File: config.mk
export PLATFORM = sky130hd
export DESIGN_NAME = pfx_instr_decoder
export DESIGN_NICKNAME = d
export VERILOG_FILES = /design/src/rtl/pfx_dec_pkg.sv /design/src/rtl/pfx_short_dec.sv /design/src/rtl/pfx_ext_dec.sv /design/src/rtl/pfx_branch_dec.sv /design/src/rtl/pfx_instr_decoder.sv
export SDC_FILE = /design/constraint.sdc
export NUM_CORES = 1
export LEC_CHECK = 0
export BUFFER_PORTS_ARGS = -buffer_cell sky130_fd_sc_hd__clkbuf_2
export CAP_MARGIN = 20
export CORE_UTILIZATION = 38
export DETAILED_ROUTE_END_ITERATION = 10
export PLACE_DENSITY = 0.92
export REMOVE_ABC_BUFFERS = 1
export SLEW_MARGIN = 10
export SYNTH_ARGS = -nofsm -noshare
export SYNTH_HDL_FRONTEND = slang
export SYNTH_SLANG_ARGS = --single-unit
File: constraint.sdc
create_clock -name vclk -period 1.53
set_input_delay 0.2295 -clock vclk [all_inputs]
set_output_delay 0.2295 -clock vclk [all_outputs]
set_load 0.01 [all_outputs]
File: src/rtl/pfx_dec_pkg.sv
package pfx_dec_pkg;

    localparam int INSTR_W = 16;
    localparam int NIB_W   = 4;
    localparam int REG_W   = 4;
    localparam int DATA_W  = 32;
    localparam int IMM_W   = 8;
    localparam int ALU_W   = 4;
    localparam int SIZE_W  = 2;
    localparam int COND_W  = 3;

    localparam int SHORT_LAST = 10;
    localparam int EXT_LAST   = 7;
    localparam int BR_LAST    = 6;

    localparam logic [NIB_W-1:0] PFX_EXT = 4'hE;
    localparam logic [NIB_W-1:0] PFX_BR  = 4'hF;

    typedef logic [REG_W-1:0] reg_idx_t;

    typedef enum logic [ALU_W-1:0] {
        ALU_NONE   = 4'd0,
        ALU_ADD    = 4'd1,
        ALU_SUB    = 4'd2,
        ALU_SHL    = 4'd3,
        ALU_SHR    = 4'd4,
        ALU_OR     = 4'd5,
        ALU_AND    = 4'd6,
        ALU_NOT    = 4'd7,
        ALU_XOR    = 4'd8,
        ALU_PASS_B = 4'd9,
        ALU_PASS_A = 4'd10
    } alu_op_e;

    typedef enum logic [SIZE_W-1:0] {
        SZ_BYTE = 2'd0,
        SZ_HALF = 2'd1,
        SZ_WORD = 2'd2
    } mem_size_e;

    typedef struct packed {
        logic [NIB_W-1:0] top;
        logic [NIB_W-1:0] n2;
        logic [NIB_W-1:0] n1;
        logic [NIB_W-1:0] n0;
    } nibbles_t;

    typedef struct packed {
        alu_op_e           alu_op;
        reg_idx_t          rd;
        reg_idx_t          rs1;
        reg_idx_t          rs2;
        logic [DATA_W-1:0] imm;
        logic              use_imm;
        logic              reg_we;
        logic              mem_rd;
        logic              mem_wr;
        mem_size_e         mem_size;
        logic              br_valid;
        logic [COND_W-1:0] br_cond;
        logic              br_link;
    } ctrl_t;

    function automatic ctrl_t ctrl_idle();
        ctrl_t c;
        c          = '0;
        c.alu_op   = ALU_NONE;
        c.mem_size = SZ_BYTE;
        return c;
    endfunction

    function automatic logic [DATA_W-1:0] zext_imm(input logic [IMM_W-1:0] v);
        return {{(DATA_W-IMM_W){1'b0}}, v};
    endfunction

endpackage

File: src/rtl/pfx_short_dec.sv
module pfx_short_dec
    import pfx_dec_pkg::*;
(
    input  logic [INSTR_W-1:0] instr_i,
    output ctrl_t              ctrl_o,
    output logic               hit_o
);

    nibbles_t f;
    assign f = nibbles_t'(instr_i);

    always_comb begin
        ctrl_o = ctrl_idle();
        hit_o  = (int'(f.top) <= SHORT_LAST);
        if (hit_o) begin
            ctrl_o.rd     = f.n2;
            ctrl_o.reg_we = 1'b1;
            case (f.top)
                4'h0, 4'h2, 4'h4: begin
                    ctrl_o.rs1     = f.n2;
                    ctrl_o.imm     = zext_imm({f.n1, f.n0});
                    ctrl_o.use_imm = 1'b1;
                    ctrl_o.alu_op  = (f.top == 4'h0) ? ALU_ADD :
                                     (f.top == 4'h2) ? ALU_SUB : ALU_PASS_B;
                end
                default: begin
                    ctrl_o.rs1 = f.n1;
                    ctrl_o.rs2 = (f.top == 4'h9) ? '0 : f.n0;
                    case (f.top)
                        4'h1:    ctrl_o.alu_op = ALU_ADD;
                        4'h3:    ctrl_o.alu_op = ALU_SUB;
                        4'h5:    ctrl_o.alu_op = ALU_SHL;
                        4'h6:    ctrl_o.alu_op = ALU_SHR;
                        4'h7:    ctrl_o.alu_op = ALU_OR;
                        4'h8:    ctrl_o.alu_op = ALU_AND;
                        4'h9:    ctrl_o.alu_op = ALU_NOT;
                        default: ctrl_o.alu_op = ALU_XOR;
                    endcase
                end
            endcase
        end
    end

    always_comb begin

        not_rs2_chk: assert (!(hit_o && f.top == 4'h9) || ctrl_o.rs2 == '0);

        imm_gated_chk: assert (ctrl_o.use_imm || ctrl_o.imm == '0);
    end

endmodule

File: src/rtl/pfx_ext_dec.sv
module pfx_ext_dec
    import pfx_dec_pkg::*;
(
    input  logic [INSTR_W-1:0] instr_i,
    output ctrl_t              ctrl_o,
    output logic               hit_o
);

    nibbles_t f;
    assign f = nibbles_t'(instr_i);

    function automatic mem_size_e size_of(input logic [2:0] sub);
        case (sub)
            3'd1, 3'd2: return SZ_WORD;
            3'd3, 3'd4: return SZ_HALF;
            default:    return SZ_BYTE;
        endcase
    endfunction

    always_comb begin
        ctrl_o = ctrl_idle();
        hit_o  = (f.top == PFX_EXT) && (int'(f.n2) <= EXT_LAST);
        if (hit_o) begin
            case (f.n2[2:0])
                3'd0: begin
                    ctrl_o.alu_op = ALU_PASS_B;
                    ctrl_o.rd     = f.n1;
                    ctrl_o.rs2    = f.n0;
                    ctrl_o.reg_we = 1'b1;
                end
                3'd1, 3'd3, 3'd5: begin
                    ctrl_o.alu_op   = ALU_PASS_A;
                    ctrl_o.rd       = f.n1;
                    ctrl_o.rs1      = f.n0;
                    ctrl_o.reg_we   = 1'b1;
                    ctrl_o.mem_rd   = 1'b1;
                    ctrl_o.mem_size = size_of(f.n2[2:0]);
                end
                3'd2, 3'd4, 3'd6: begin
                    ctrl_o.alu_op   = ALU_PASS_A;
                    ctrl_o.rs1      = f.n0;
                    ctrl_o.rs2      = f.n1;
                    ctrl_o.mem_wr   = 1'b1;
                    ctrl_o.mem_size = size_of(f.n2[2:0]);
                end
                default: begin
                    ctrl_o.alu_op = ALU_SUB;
                    ctrl_o.rs1    = f.n1;
                    ctrl_o.rs2    = f.n0;
                end
            endcase
        end
    end

    always_comb begin

        store_no_we_chk: assert (!ctrl_o.mem_wr || !ctrl_o.reg_we);

        load_we_chk: assert (!ctrl_o.mem_rd || ctrl_o.reg_we);
    end

endmodule

File: src/rtl/pfx_branch_dec.sv
module pfx_branch_dec
    import pfx_dec_pkg::*;
(
    input  logic [INSTR_W-1:0] instr_i,
    output ctrl_t              ctrl_o,
    output logic               hit_o
);

    localparam int SUB_LO = REG_W + 2;
    localparam int SUB_HI = SUB_LO + NIB_W - 1;

    logic [NIB_W-1:0] sub;
    logic [1:0]       gap;
    logic             reserved_bit;

    assign sub          = instr_i[SUB_HI:SUB_LO];
    assign gap          = instr_i[INSTR_W-NIB_W-1 -: 2];
    assign reserved_bit = instr_i[REG_W];

    always_comb begin
        ctrl_o = ctrl_idle();
        hit_o  = (instr_i[INSTR_W-1 -: NIB_W] == PFX_BR) && (gap == 2'b00)
                 && (int'(sub) <= BR_LAST);
        if (hit_o) begin
            ctrl_o.br_valid = 1'b1;
            ctrl_o.br_cond  = sub[COND_W-1:0];
            ctrl_o.br_link  = instr_i[REG_W+1];
            ctrl_o.rs1      = instr_i[REG_W-1:0];
        end
    end

    logic unused_bits;
    assign unused_bits = reserved_bit;

    always_comb begin

        br_quiet_chk: assert (!ctrl_o.br_valid || (!ctrl_o.reg_we && !ctrl_o.mem_rd && !ctrl_o.mem_wr));
    end

endmodule

File: src/rtl/pfx_instr_decoder.sv
module pfx_instr_decoder
    import pfx_dec_pkg::*;
(
    input  logic [15:0] instr_i,
    output logic [3:0]  alu_op_o,
    output logic [3:0]  rd_o,
    output logic [3:0]  rs1_o,
    output logic [3:0]  rs2_o,
    output logic [31:0] imm_o,
    output logic        use_imm_o,
    output logic        reg_we_o,
    output logic        mem_rd_o,
    output logic        mem_wr_o,
    output logic [1:0]  mem_size_o,
    output logic        br_valid_o,
    output logic [2:0]  br_cond_o,
    output logic        br_link_o,
    output logic        illegal_o
);

    ctrl_t short_c, ext_c, br_c, sel_c;
    logic  short_hit, ext_hit, br_hit;

    pfx_short_dec  u_short  (.instr_i(instr_i), .ctrl_o(short_c), .hit_o(short_hit));
    pfx_ext_dec    u_ext    (.instr_i(instr_i), .ctrl_o(ext_c),   .hit_o(ext_hit));
    pfx_branch_dec u_branch (.instr_i(instr_i), .ctrl_o(br_c),    .hit_o(br_hit));

    always_comb begin
        if (short_hit)      sel_c = short_c;
        else if (ext_hit)   sel_c = ext_c;
        else if (br_hit)    sel_c = br_c;
        else                sel_c = ctrl_idle();
    end

    assign illegal_o  = !(short_hit || ext_hit || br_hit);
    assign alu_op_o   = sel_c.alu_op;
    assign rd_o       = sel_c.rd;
    assign rs1_o      = sel_c.rs1;
    assign rs2_o      = sel_c.rs2;
    assign imm_o      = sel_c.imm;
    assign use_imm_o  = sel_c.use_imm;
    assign reg_we_o   = sel_c.reg_we;
    assign mem_rd_o   = sel_c.mem_rd;
    assign mem_wr_o   = sel_c.mem_wr;
    assign mem_size_o = sel_c.mem_size;
    assign br_valid_o = sel_c.br_valid;
    assign br_cond_o  = sel_c.br_cond;
    assign br_link_o  = sel_c.br_link;

    always_comb begin

        class_onehot_chk: assert ($onehot0({short_hit, ext_hit, br_hit}));

        illegal_quiet_chk: assert (!illegal_o || (!reg_we_o && !mem_rd_o && !mem_wr_o && !br_valid_o));

        mem_excl_chk: assert (!(mem_rd_o && mem_wr_o));

        size_idle_chk: assert (mem_rd_o || mem_wr_o || mem_size_o == 2'd0);
    end

endmodule

==> results of run 1 <==
stage by stage:
stage          setup WS (ns)  power, mW
2_1_floorplan        -0.2618     0.1637
3_3_place_gp         -0.3145     0.3401
3_5_place_dp         -0.3660     0.3489
4_1_cts              -0.2736     0.3759
5_1_grt              -0.2931     0.4801
6_report             -0.2652     0.4523
layer usage:
metal  share of wire [%]  wire (µm)
met1                  36       1503
met3                 9.4        392
met4                 5.2        218
met5                   0          0
met2                  49       2066
final cells by class:
class | count | area [µm²] | area share (%)
inverter | 2 | 11.26 | 0.6808
multi-input combinational | 129 | 934.6 | 56.51
timing repair buffer | 89 | 673.1 | 40.70
tap | 28 | 35.03 | 2.118
cell usage after synthesis:
cell type | number | area share (%)
nor2b_1 | 2 | 1.3
nand3_1 | 5 | 2.6
clkbuf_1 | 11 | 4.3
or3_1 | 1 | 0.65
nand3b_1 | 1 | 0.78
o21ai_0 | 4 | 2.1
nor3b_1 | 4 | 3.1
nand2b_1 | 1 | 0.65
a22oi_1 | 4 | 3.1
a21oi_1 | 13 | 6.8
or3b_2 | 1 | 0.91
a221o_1 | 1 | 1.0
buf_1 | 1 | 0.39
or2_2 | 1 | 0.65
nor3b_2 | 1 | 1.3
nand4b_4 | 1 | 2.5
or4_1 | 4 | 3.1
xnor2_1 | 1 | 0.91
a21boi_0 | 1 | 0.78
buf_6 | 1 | 1.2
nand2_1 | 8 | 3.1
o311ai_0 | 1 | 0.91
a31oi_1 | 4 | 2.6
a22o_1 | 8 | 7.3
mux2i_1 | 5 | 5.2
buf_4 | 24 | 19
nor4b_2 | 1 | 1.6
nor2_1 | 10 | 3.9
and2_1 | 12 | 7.8
o32a_1 | 4 | 4.2
inv_1 | 2 | 0.78
and3_1 | 1 | 0.65
nor3_1 | 1 | 0.52
conb_1 | 1 | 0.39
buf_2 | 2 | 1.0
o221ai_1 | 1 | 0.91
a211o_1 | 1 | 0.91
or2_0 | 2 | 1.3
worst paths after layout:
path,end,slack (ns),cells past startpoint
hold / removal,rs2_o[0],0.83,3
setup / recovery,rs1_o[2],-0.27,7
worst max-delay path: stages:
cell      delay [ns]
buf_6           0.09
nand4b_4        0.17
or2_4           0.26
buf_6           0.13
or4_4           0.48
nand3_2         0.10
buf_6           0.10
kinds of logic after synthesis:
logic type	Yosys count	share of synthesized area (%)
compound gates	42	30.60
xor+xnor	1	0.9116
buf+inv	41	26.43
mux	5	5.209
other cells	1	0.3903
simple gates	57	36.46
repair_timing:
action,in CTS,in global routing
pin swaps,15,14
cloned,0,0
gates resized for setup,27,63
setup buffers,5,5
endpoints found under the setup margin,23,33
power groups by stage:
stage / Clock [mW] / Combinational (mW) / Sequential, mW
after floorplan: 0 / 0.164 / 0
after global placement: 0 / 0.340 / 0
after detailed placement: 0 / 0.349 / 0
after CTS: 0 / 0.376 / 0
after global routing: 0 / 0.480 / 0
final: 0 / 0.452 / 0
==> results.py, run 1 <==
metrics = {
    "run_status": {
        "status": "complete, but fails checks",
        "failing_checks": "negative setup slack",
    },
    "route": {
        "routedWlPerCell_um": 16.85,
        "detail_route.drc_violations": 0,
        "drt_pre_antenna_iters": 4,
        "vias_per_cell": 5.669,
        "route.vias.total": 1406,
        "drtAntennaViolNets": 0,
        "drt-total-wl_mm": 4.180,
        "detailed_router_s_first_iteration_violation_count": 59,
    },
    "power": {
        "comb_power_share_pct": 100.0,
        "switching_share_pct": 55.04,
        "power.density_nw_per_um2": 273.5,
        "leakagePower_nw": 0.8544,
        "power_report.internal_total_mw": 0.2034,
        "vdd_drop_max_uv": 167.3,
        "p_seq_share_pct": 0,
        "power.switching_mw": 0.2490,
        "share_clk_of_total_power_pct": 0,
    },
    "placement": {
        "placed_cells_incl_taps": 241,
        "count_of_buffers_inserted_at_the_top_level_ports": 52,
        "placement.cell_area_um2": 1321,
        "post-dp-hpwl_mm": 2.448,
        "place_congestion": 0.8638,
    },
    "run": {
        "max_cap_viol_count": 0,
    },
    "floorplan": {
        "die-area_um2": 2734,
        "io-pin-count": 76,
        "coreArea_um2": 2297,
        "die_h_um": 52.29,
        "start_util_pct": 41.83,
        "floorplan.rows": 17,
        "die_x_um": 52.29,
    },
    "setup_path": {
        "required_ns": 1.30,
        "critical_path_arrival_ns": 1.57,
        "worstSetupStartpointType": "input pin",
        "critical_path.startpoint": "instr_i[11]",
        "crit_type": "in2out",
        "crit_path_end_kind": "output port",
        "cp_max_fo": 4,
    },
    "global_route": {
        "via_count_of_the_first_global_routing_pass": 1116,
        "largest_net_degree_at_the_start_of_global_routing": 23,
        "grt_util_met1_pct": 32.14,
        "track_usage_pct": 24.87,
        "use_met2_pct": 42.62,
        "gr-max-usage-layer": "met2",
        "grt.overflow.total": 0,
        "wire_length_of_the_first_global_routing_pass_mm": 5.257,
        "number_of_antenna_violations_at_the_first_check_in_global_routing": 0,
        "global_routing_usage_on_met3_pct": 1.739,
    },
    "final_layout": {
        "finalInstanceArea_um2": 1654,
        "areaGrowthSynthToFinish_pct": 72.14,
        "cell_count_final_fillers_out": 248,
        "clock_buffer_count": 0,
        "num-nets-final": 238,
        "nFlopsAndLatches": 0,
        "diodes": 0,
        "share_of_layout_cells_above_drive_strength_1_pct": 55.45,
        "postLayoutCoreUtil_pct": 72.00,
        "filler_cell_count": 146,
        "area.sequential_um2": 0,
        "layout_commonest_cell": "clkbuf_2",
        "most-common-layout-cells": "clkbuf_2, conb_1, buf_6",
    },
    "min_path": {
        "hold_path.class": "in2out",
        "hold_start": "instr_i[0]",
    },
    "synth": {
        "post_synth_instance_area_um2": 960.9,
        "ys_warn_count": 0,
        "avgSynthCellArea_um2": 6.537,
        "synth_cell_types": 38,
        "post_synth_inst_count": 147,
        "synth_sequential_area_ratio_pct": 0,
    },
    "timing": {
        "setup_viol": 19,
        "postLayoutSetupSlackWorst_ns": -0.2652,
        "setup_repair_after_global_routing_missed_its_margin": "yes",
        "drv_slew": 0,
        "timing.final.hold_violations": 0,
        "hold_slack_ns": 0.8307,
        "fin_crit_ns": 1.795,
        "final.setup.tns_ns": -3.187,
        "achievable-frequency_ghz": 0.5571,
        "layout_worst_path_cycle_share_pct": 117.3,
    },
    "cts": {
        "cts_hold_repair.buffers": 0,
    },
}
Power figures use the tool's default switching activity.
==> run 2, diff against run 1 <==
Settings changed: PLACE_DENSITY 0.92 to 0.81.
==> run 2 against run 1 <==
Net effect:
- the run still ends with negative setup slack left
- critical path type unchanged
- final cell count fell by 2.8%
- fmax is 6.3% higher
- non-clock buffer count down 7
- flip-flop and latch count stayed put
- combinational power down 13%
- highest routed layer is now met3
- first-iteration DRC count down 27%
- die area did not move
- setup slack gained 0.11 ns
- via count shrank 9.1%
- global-route usage fell by 3.2 points
==> results.py, run 2 (synthesized netlist as in run 1, its figures left out) <==
metrics = {
    "timing": {
        "fin_crit_ns": 1.689,
        "setup_viol": 17,
        "postLayoutSetupSlackWorst_ns": -0.1587,
        "setup_repair_after_global_routing_missed_its_margin": "yes",
        "timing.final.hold_violations": 0,
        "layout_worst_path_cycle_share_pct": 110.4,
        "hold_slack_ns": 0.8320,
        "drv_slew": 0,
        "final.setup.tns_ns": -1.216,
        "achievable-frequency_ghz": 0.5922,
    },
    "power": {
        "leakagePower_nw": 0.7768,
        "report.power.total_mw": 0.3946,
        "power.density_nw_per_um2": 265.7,
        "vdd_drop_max_uv": 165.5,
    },
    "floorplan": {
        "die-area_um2": 2734,
        "die_x_um": 52.29,
        "io-pin-count": 76,
        "start_util_pct": 41.83,
        "die_h_um": 52.29,
        "coreArea_um2": 2297,
        "floorplan.rows": 17,
    },
    "setup_path": {
        "required_ns": 1.30,
        "critical-path-top-delay-family": "simple AND/OR/NAND/NOR gates",
        "crit_type": "in2out",
        "timing.critical_path.cells": "buf_6 > nand4b_4 > or2_4 > or4_1 > nand3_2 > buf_2",
        "worstSetupStartpointType": "input pin",
        "timing.critical_path.buf_inv": 2,
        "critical_path_arrival_ns": 1.46,
        "cpMaxStageDelayCell": "or4_1",
        "cp_max_fo": 8,
        "crit_path_end_kind": "output port",
        "cpPeakStageDelay_ns": 0.49,
    },
    "global_route": {
        "grt.overflow.total": 0,
        "via_count_of_the_first_global_routing_pass": 1080,
        "wire_length_of_the_first_global_routing_pass_mm": 4.678,
        "track_usage_pct": 21.71,
        "largest_net_degree_at_the_start_of_global_routing": 23,
        "number_of_antenna_violations_at_the_first_check_in_global_routing": 0,
    },
    "final_layout": {
        "layout_commonest_cell": "clkbuf_2",
        "nFlopsAndLatches": 0,
        "share_of_layout_cells_above_drive_strength_1_pct": 48.36,
        "postLayoutCoreUtil_pct": 64.65,
        "most-common-layout-cells": "clkbuf_2, conb_1, buf_4",
        "area.sequential_um2": 0,
        "diodes": 0,
        "areaGrowthSynthToFinish_pct": 54.56,
        "clock_buffer_count": 0,
        "num-nets-final": 231,
    },
    "run_status": {
        "status": "complete, but fails checks",
        "failing_checks": "negative setup slack",
    },
    "route": {
        "route.vias.total": 1278,
        "vias_per_cell": 5.303,
        "detailed_router_s_first_iteration_violation_count": 43,
        "detail_route.drc_violations": 0,
        "routedWlPerCell_um": 13.34,
        "drt_pre_antenna_iters": 4,
        "drtAntennaViolNets": 0,
        "drt-total-wl_mm": 3.214,
    },
    "placement": {
        "post-dp-hpwl_mm": 2.317,
        "place_congestion": 0.8659,
        "count_of_buffers_inserted_at_the_top_level_ports": 52,
    },
    "min_path": {
        "hold_path.class": "in2out",
    },
    "run": {
        "max_cap_viol_count": 0,
    },
}
## run 2: cell types whose count changed in the layout (fill, tap and decap cells not counted), moves of 2 or more
cell / delta
a22oi_1: +2
a22oi_2: -2
buf_2: -2
buf_6: -13
clkbuf_2: +7
nand3_1: +2
nand3_2: -3
nor2b_1: +2
or4_1: +3
or4_4: -3
## run 2: what timing repair did
item,in CTS,in global routing
gates resized for setup,11,44
cloned,0,0
hold buffers,0,0
endpoints found under the setup margin,25,27
pin swaps,14,14
setup buffers,0,2
## run 2: layout make-up
cell class,instances,area (µm²)
fillers,206,812.0
multi-input cells,129,874.6
repair buffers,82,564.3
well taps,28,35.03
inverters,2,11.26
## run 2: path summary, 6_finish.rpt
kind                         from        to  slack, ns  cells after the start
worst min-delay path   instr_i[4]  imm_o[4]       0.83                      3
worst max-delay path  instr_i[11]  rs1_o[3]      -0.16                      6
## run 2: metrics by stage
step,cells,area [µm²],setup slack (ns)
2_1_floorplan,131,800.8,-0.2618
3_3_place_gp,240,1314,-0.3362
3_5_place_dp,240,1314,-0.3954
4_1_cts,240,1355,-0.1847
5_1_grt,241,1485,-0.2108
6_report,241,1485,-0.1587
## run 2: routing by layer
| layer | wire (µm) | global-route usage, % |
|---|---|---|
| met2 | 1730 | 40.72 |
| met4 | 0 | 4.386 |
| met1 | 1233 | 26.53 |
| met5 | 0 | 0 |
| met3 | 250 | 1.449 |
## run 2: power by group
group	total, mW	switching (mW)	internal [mW]	leakage [nW]
Combinational	0.395	0.220	0.174	0.777
Clock	0	0	0	0
Sequential	0	0	0	0
Total	0.395	0.220	0.174	0.777
==> run 3, diff against run 2 <==
Settings changed: CELL_PAD_IN_SITES_DETAIL_PLACEMENT from default to 0, CELL_PAD_IN_SITES_GLOBAL_PLACEMENT from default to 1, CORE_UTILIZATION 38 to 24, GPL_TIMING_DRIVEN from default to 0, MAX_ROUTING_LAYER from default to met4, PLACE_DENSITY 0.81 to default, PLACE_DENSITY_LB_ADDON from default to 0.1.
==> run 3 against run 2 <==
Net effect:
- the run still ends with negative setup slack left
- wire length up 21%
- core utilization down 21 points
- setup slack lost 0.0012 ns
- fmax is essentially flat
- sequential share of layout area did not move
- flip-flop and latch count unchanged
- clock-buffer cell count unchanged
- first-iteration DRC count unchanged
- combinational power grew 9.4%
- hold slack got worse by 0.018 ns
- final cell count is 6.6% higher
- global-route usage fell by 5.0 points
- largest power group unchanged
==> results.py, run 3 (synthesized netlist as in run 1, its figures left out) <==
metrics = {
    "run_status": {
        "status": "complete, but fails checks",
        "failing_checks": "negative setup slack",
    },
    "power": {
        "power_report.internal_total_mw": 0.2033,
        "leakagePower_nw": 0.8244,
        "p_seq_share_pct": 0,
        "comb_power_share_pct": 100.0,
        "share_clk_of_total_power_pct": 0,
        "switching_share_pct": 52.91,
        "power.density_nw_per_um2": 261.8,
        "power.switching_mw": 0.2284,
        "vdd_drop_max_uv": 104.4,
    },
    "setup_path": {
        "cpPeakStageDelay_ns": 0.34,
        "timing.critical_path.cells": "buf_8 > nand4b_4 > or2_4 > nor3b_4 > a22o_1 > buf_2",
        "critical-path-top-delay-family": "simple AND/OR/NAND/NOR gates",
        "timing.critical_path.buf_inv": 2,
        "crit_type": "in2out",
        "cp_max_fo": 6,
        "worstSetupStartpointType": "input pin",
        "crit_path_end_kind": "output port",
        "critical_path_arrival_ns": 1.46,
        "cpMaxStageDelayCell": "nor3b_4",
        "timing.critical_path.depth": 6,
        "required_ns": 1.30,
    },
    "final_layout": {
        "filler_cell_count": 414,
        "most-common-layout-cells": "conb_1, clkbuf_2, buf_4",
        "num-nets-final": 227,
        "area.sequential_um2": 0,
        "share_of_layout_cells_above_drive_strength_1_pct": 51.20,
        "layout_commonest_cell": "conb_1",
        "clock_buffer_count": 0,
        "areaGrowthSynthToFinish_pct": 71.61,
        "finalInstanceArea_um2": 1649,
        "nFlopsAndLatches": 0,
        "diodes": 0,
    },
    "floorplan": {
        "floorplan.rows": 22,
        "start_util_pct": 25.67,
        "die-area_um2": 4261,
        "io-pin-count": 76,
        "coreArea_um2": 3744,
        "die_x_um": 65.28,
        "die_h_um": 65.28,
    },
    "route": {
        "detail_route.drc_violations": 0,
        "route.vias.total": 1272,
        "detailed_router_s_first_iteration_violation_count": 43,
        "drtAntennaViolNets": 0,
        "drt_pre_antenna_iters": 4,
        "vias_per_cell": 4.949,
        "drt-total-wl_mm": 3.881,
        "routedWlPerCell_um": 15.10,
    },
    "global_route": {
        "largest_net_degree_at_the_start_of_global_routing": 24,
        "via_count_of_the_first_global_routing_pass": 1130,
        "number_of_antenna_violations_at_the_first_check_in_global_routing": 0,
        "track_usage_pct": 16.67,
        "wire_length_of_the_first_global_routing_pass_mm": 5.561,
        "grt.overflow.total": 0,
    },
    "timing": {
        "timing.final.hold_violations": 0,
        "setup_repair_after_global_routing_missed_its_margin": "yes",
        "achievable-frequency_ghz": 0.5918,
        "drv_slew": 0,
        "postLayoutSetupSlackWorst_ns": -0.1599,
        "setup_viol": 21,
        "layout_worst_path_cycle_share_pct": 110.5,
        "fin_crit_ns": 1.690,
        "final.setup.tns_ns": -1.984,
    },
    "min_path": {
        "hold_depth": 4,
        "hold_path.class": "in2out",
    },
    "placement": {
        "place_congestion": 0.7578,
        "placement.cell_area_um2": 1121,
        "post-dp-hpwl_mm": 2.323,
        "count_of_buffers_inserted_at_the_top_level_ports": 52,
        "place_ws_ns": -0.9881,
    },
    "run": {
        "max_cap_viol_count": 0,
    },
}
## run 3: cell types whose count changed in the layout (fill, tap and decap cells not counted), sizes merged
cell / delta
buf: +5
inv: +1
clkinvlp: -1
or2: +1
clkbuf: -10
## run 3: worst paths after layout
check,startpoint,end
setup / recovery,instr_i[11],rs2_o[1]
hold / removal,instr_i[10],mem_size_o[1]
## run 3: power groups by stage
stage | registers, mW | logic (mW) | clock network (mW)
5_1_grt | 0 | 0.467 | 0
3_5_place_dp | 0 | 0.308 | 0
2_1_floorplan | 0 | 0.164 | 0
4_1_cts | 0 | 0.363 | 0
3_3_place_gp | 0 | 0.305 | 0
6_report | 0 | 0.432 | 0
## run 3: final cells by class
| type | count | area [µm²] | area share, % |
|---|---|---|---|
| multi-input combinational | 130 | 932.1 | 56.53 |
| timing repair buffer | 77 | 649.4 | 39.38 |
| tap | 48 | 60.06 | 3.642 |
| inverter | 2 | 7.507 | 0.4552 |
## run 3: routing by layer
metal / global-route usage (%) / wire length [µm] / vias to the layer above
li1: - / - / 611
met4: 1.359 / 19 / 0
met5: - / 0 / -
met2: 28.61 / 1899 / 64
met3: 1.215 / 249 / 3
met1: 22.11 / 1712 / 594
## run 3: stage by stage
step | util (%) | cells | power [mW] | hold slack [ns]
floorplan | - | 131 | 0.1637 | 0.5085
global placement | 29.95 | 231 | 0.3051 | 0.8285
detailed placement | 29.95 | 231 | 0.3079 | 0.8254
CTS | 36.83 | 241 | 0.3632 | 0.7957
global route | 44.05 | 257 | 0.4667 | 0.8370
finish | 44.05 | 257 | 0.4317 | 0.8140
## run 3: worst min-delay path: cells and delay by family
kind,cells,cell delay (ns)
buffers and inverters,3,0.31
AND/OR/NAND/NOR,1,0.03
## run 3: timing repair
item | in CTS | in global routing
pin swaps | 20 | 17
hold buffers | 0 | 0
setup buffers | 9 | 16
setup endpoints to repair | 35 | 33
gates resized for setup | 41 | 54
gates cloned | 1 | 1
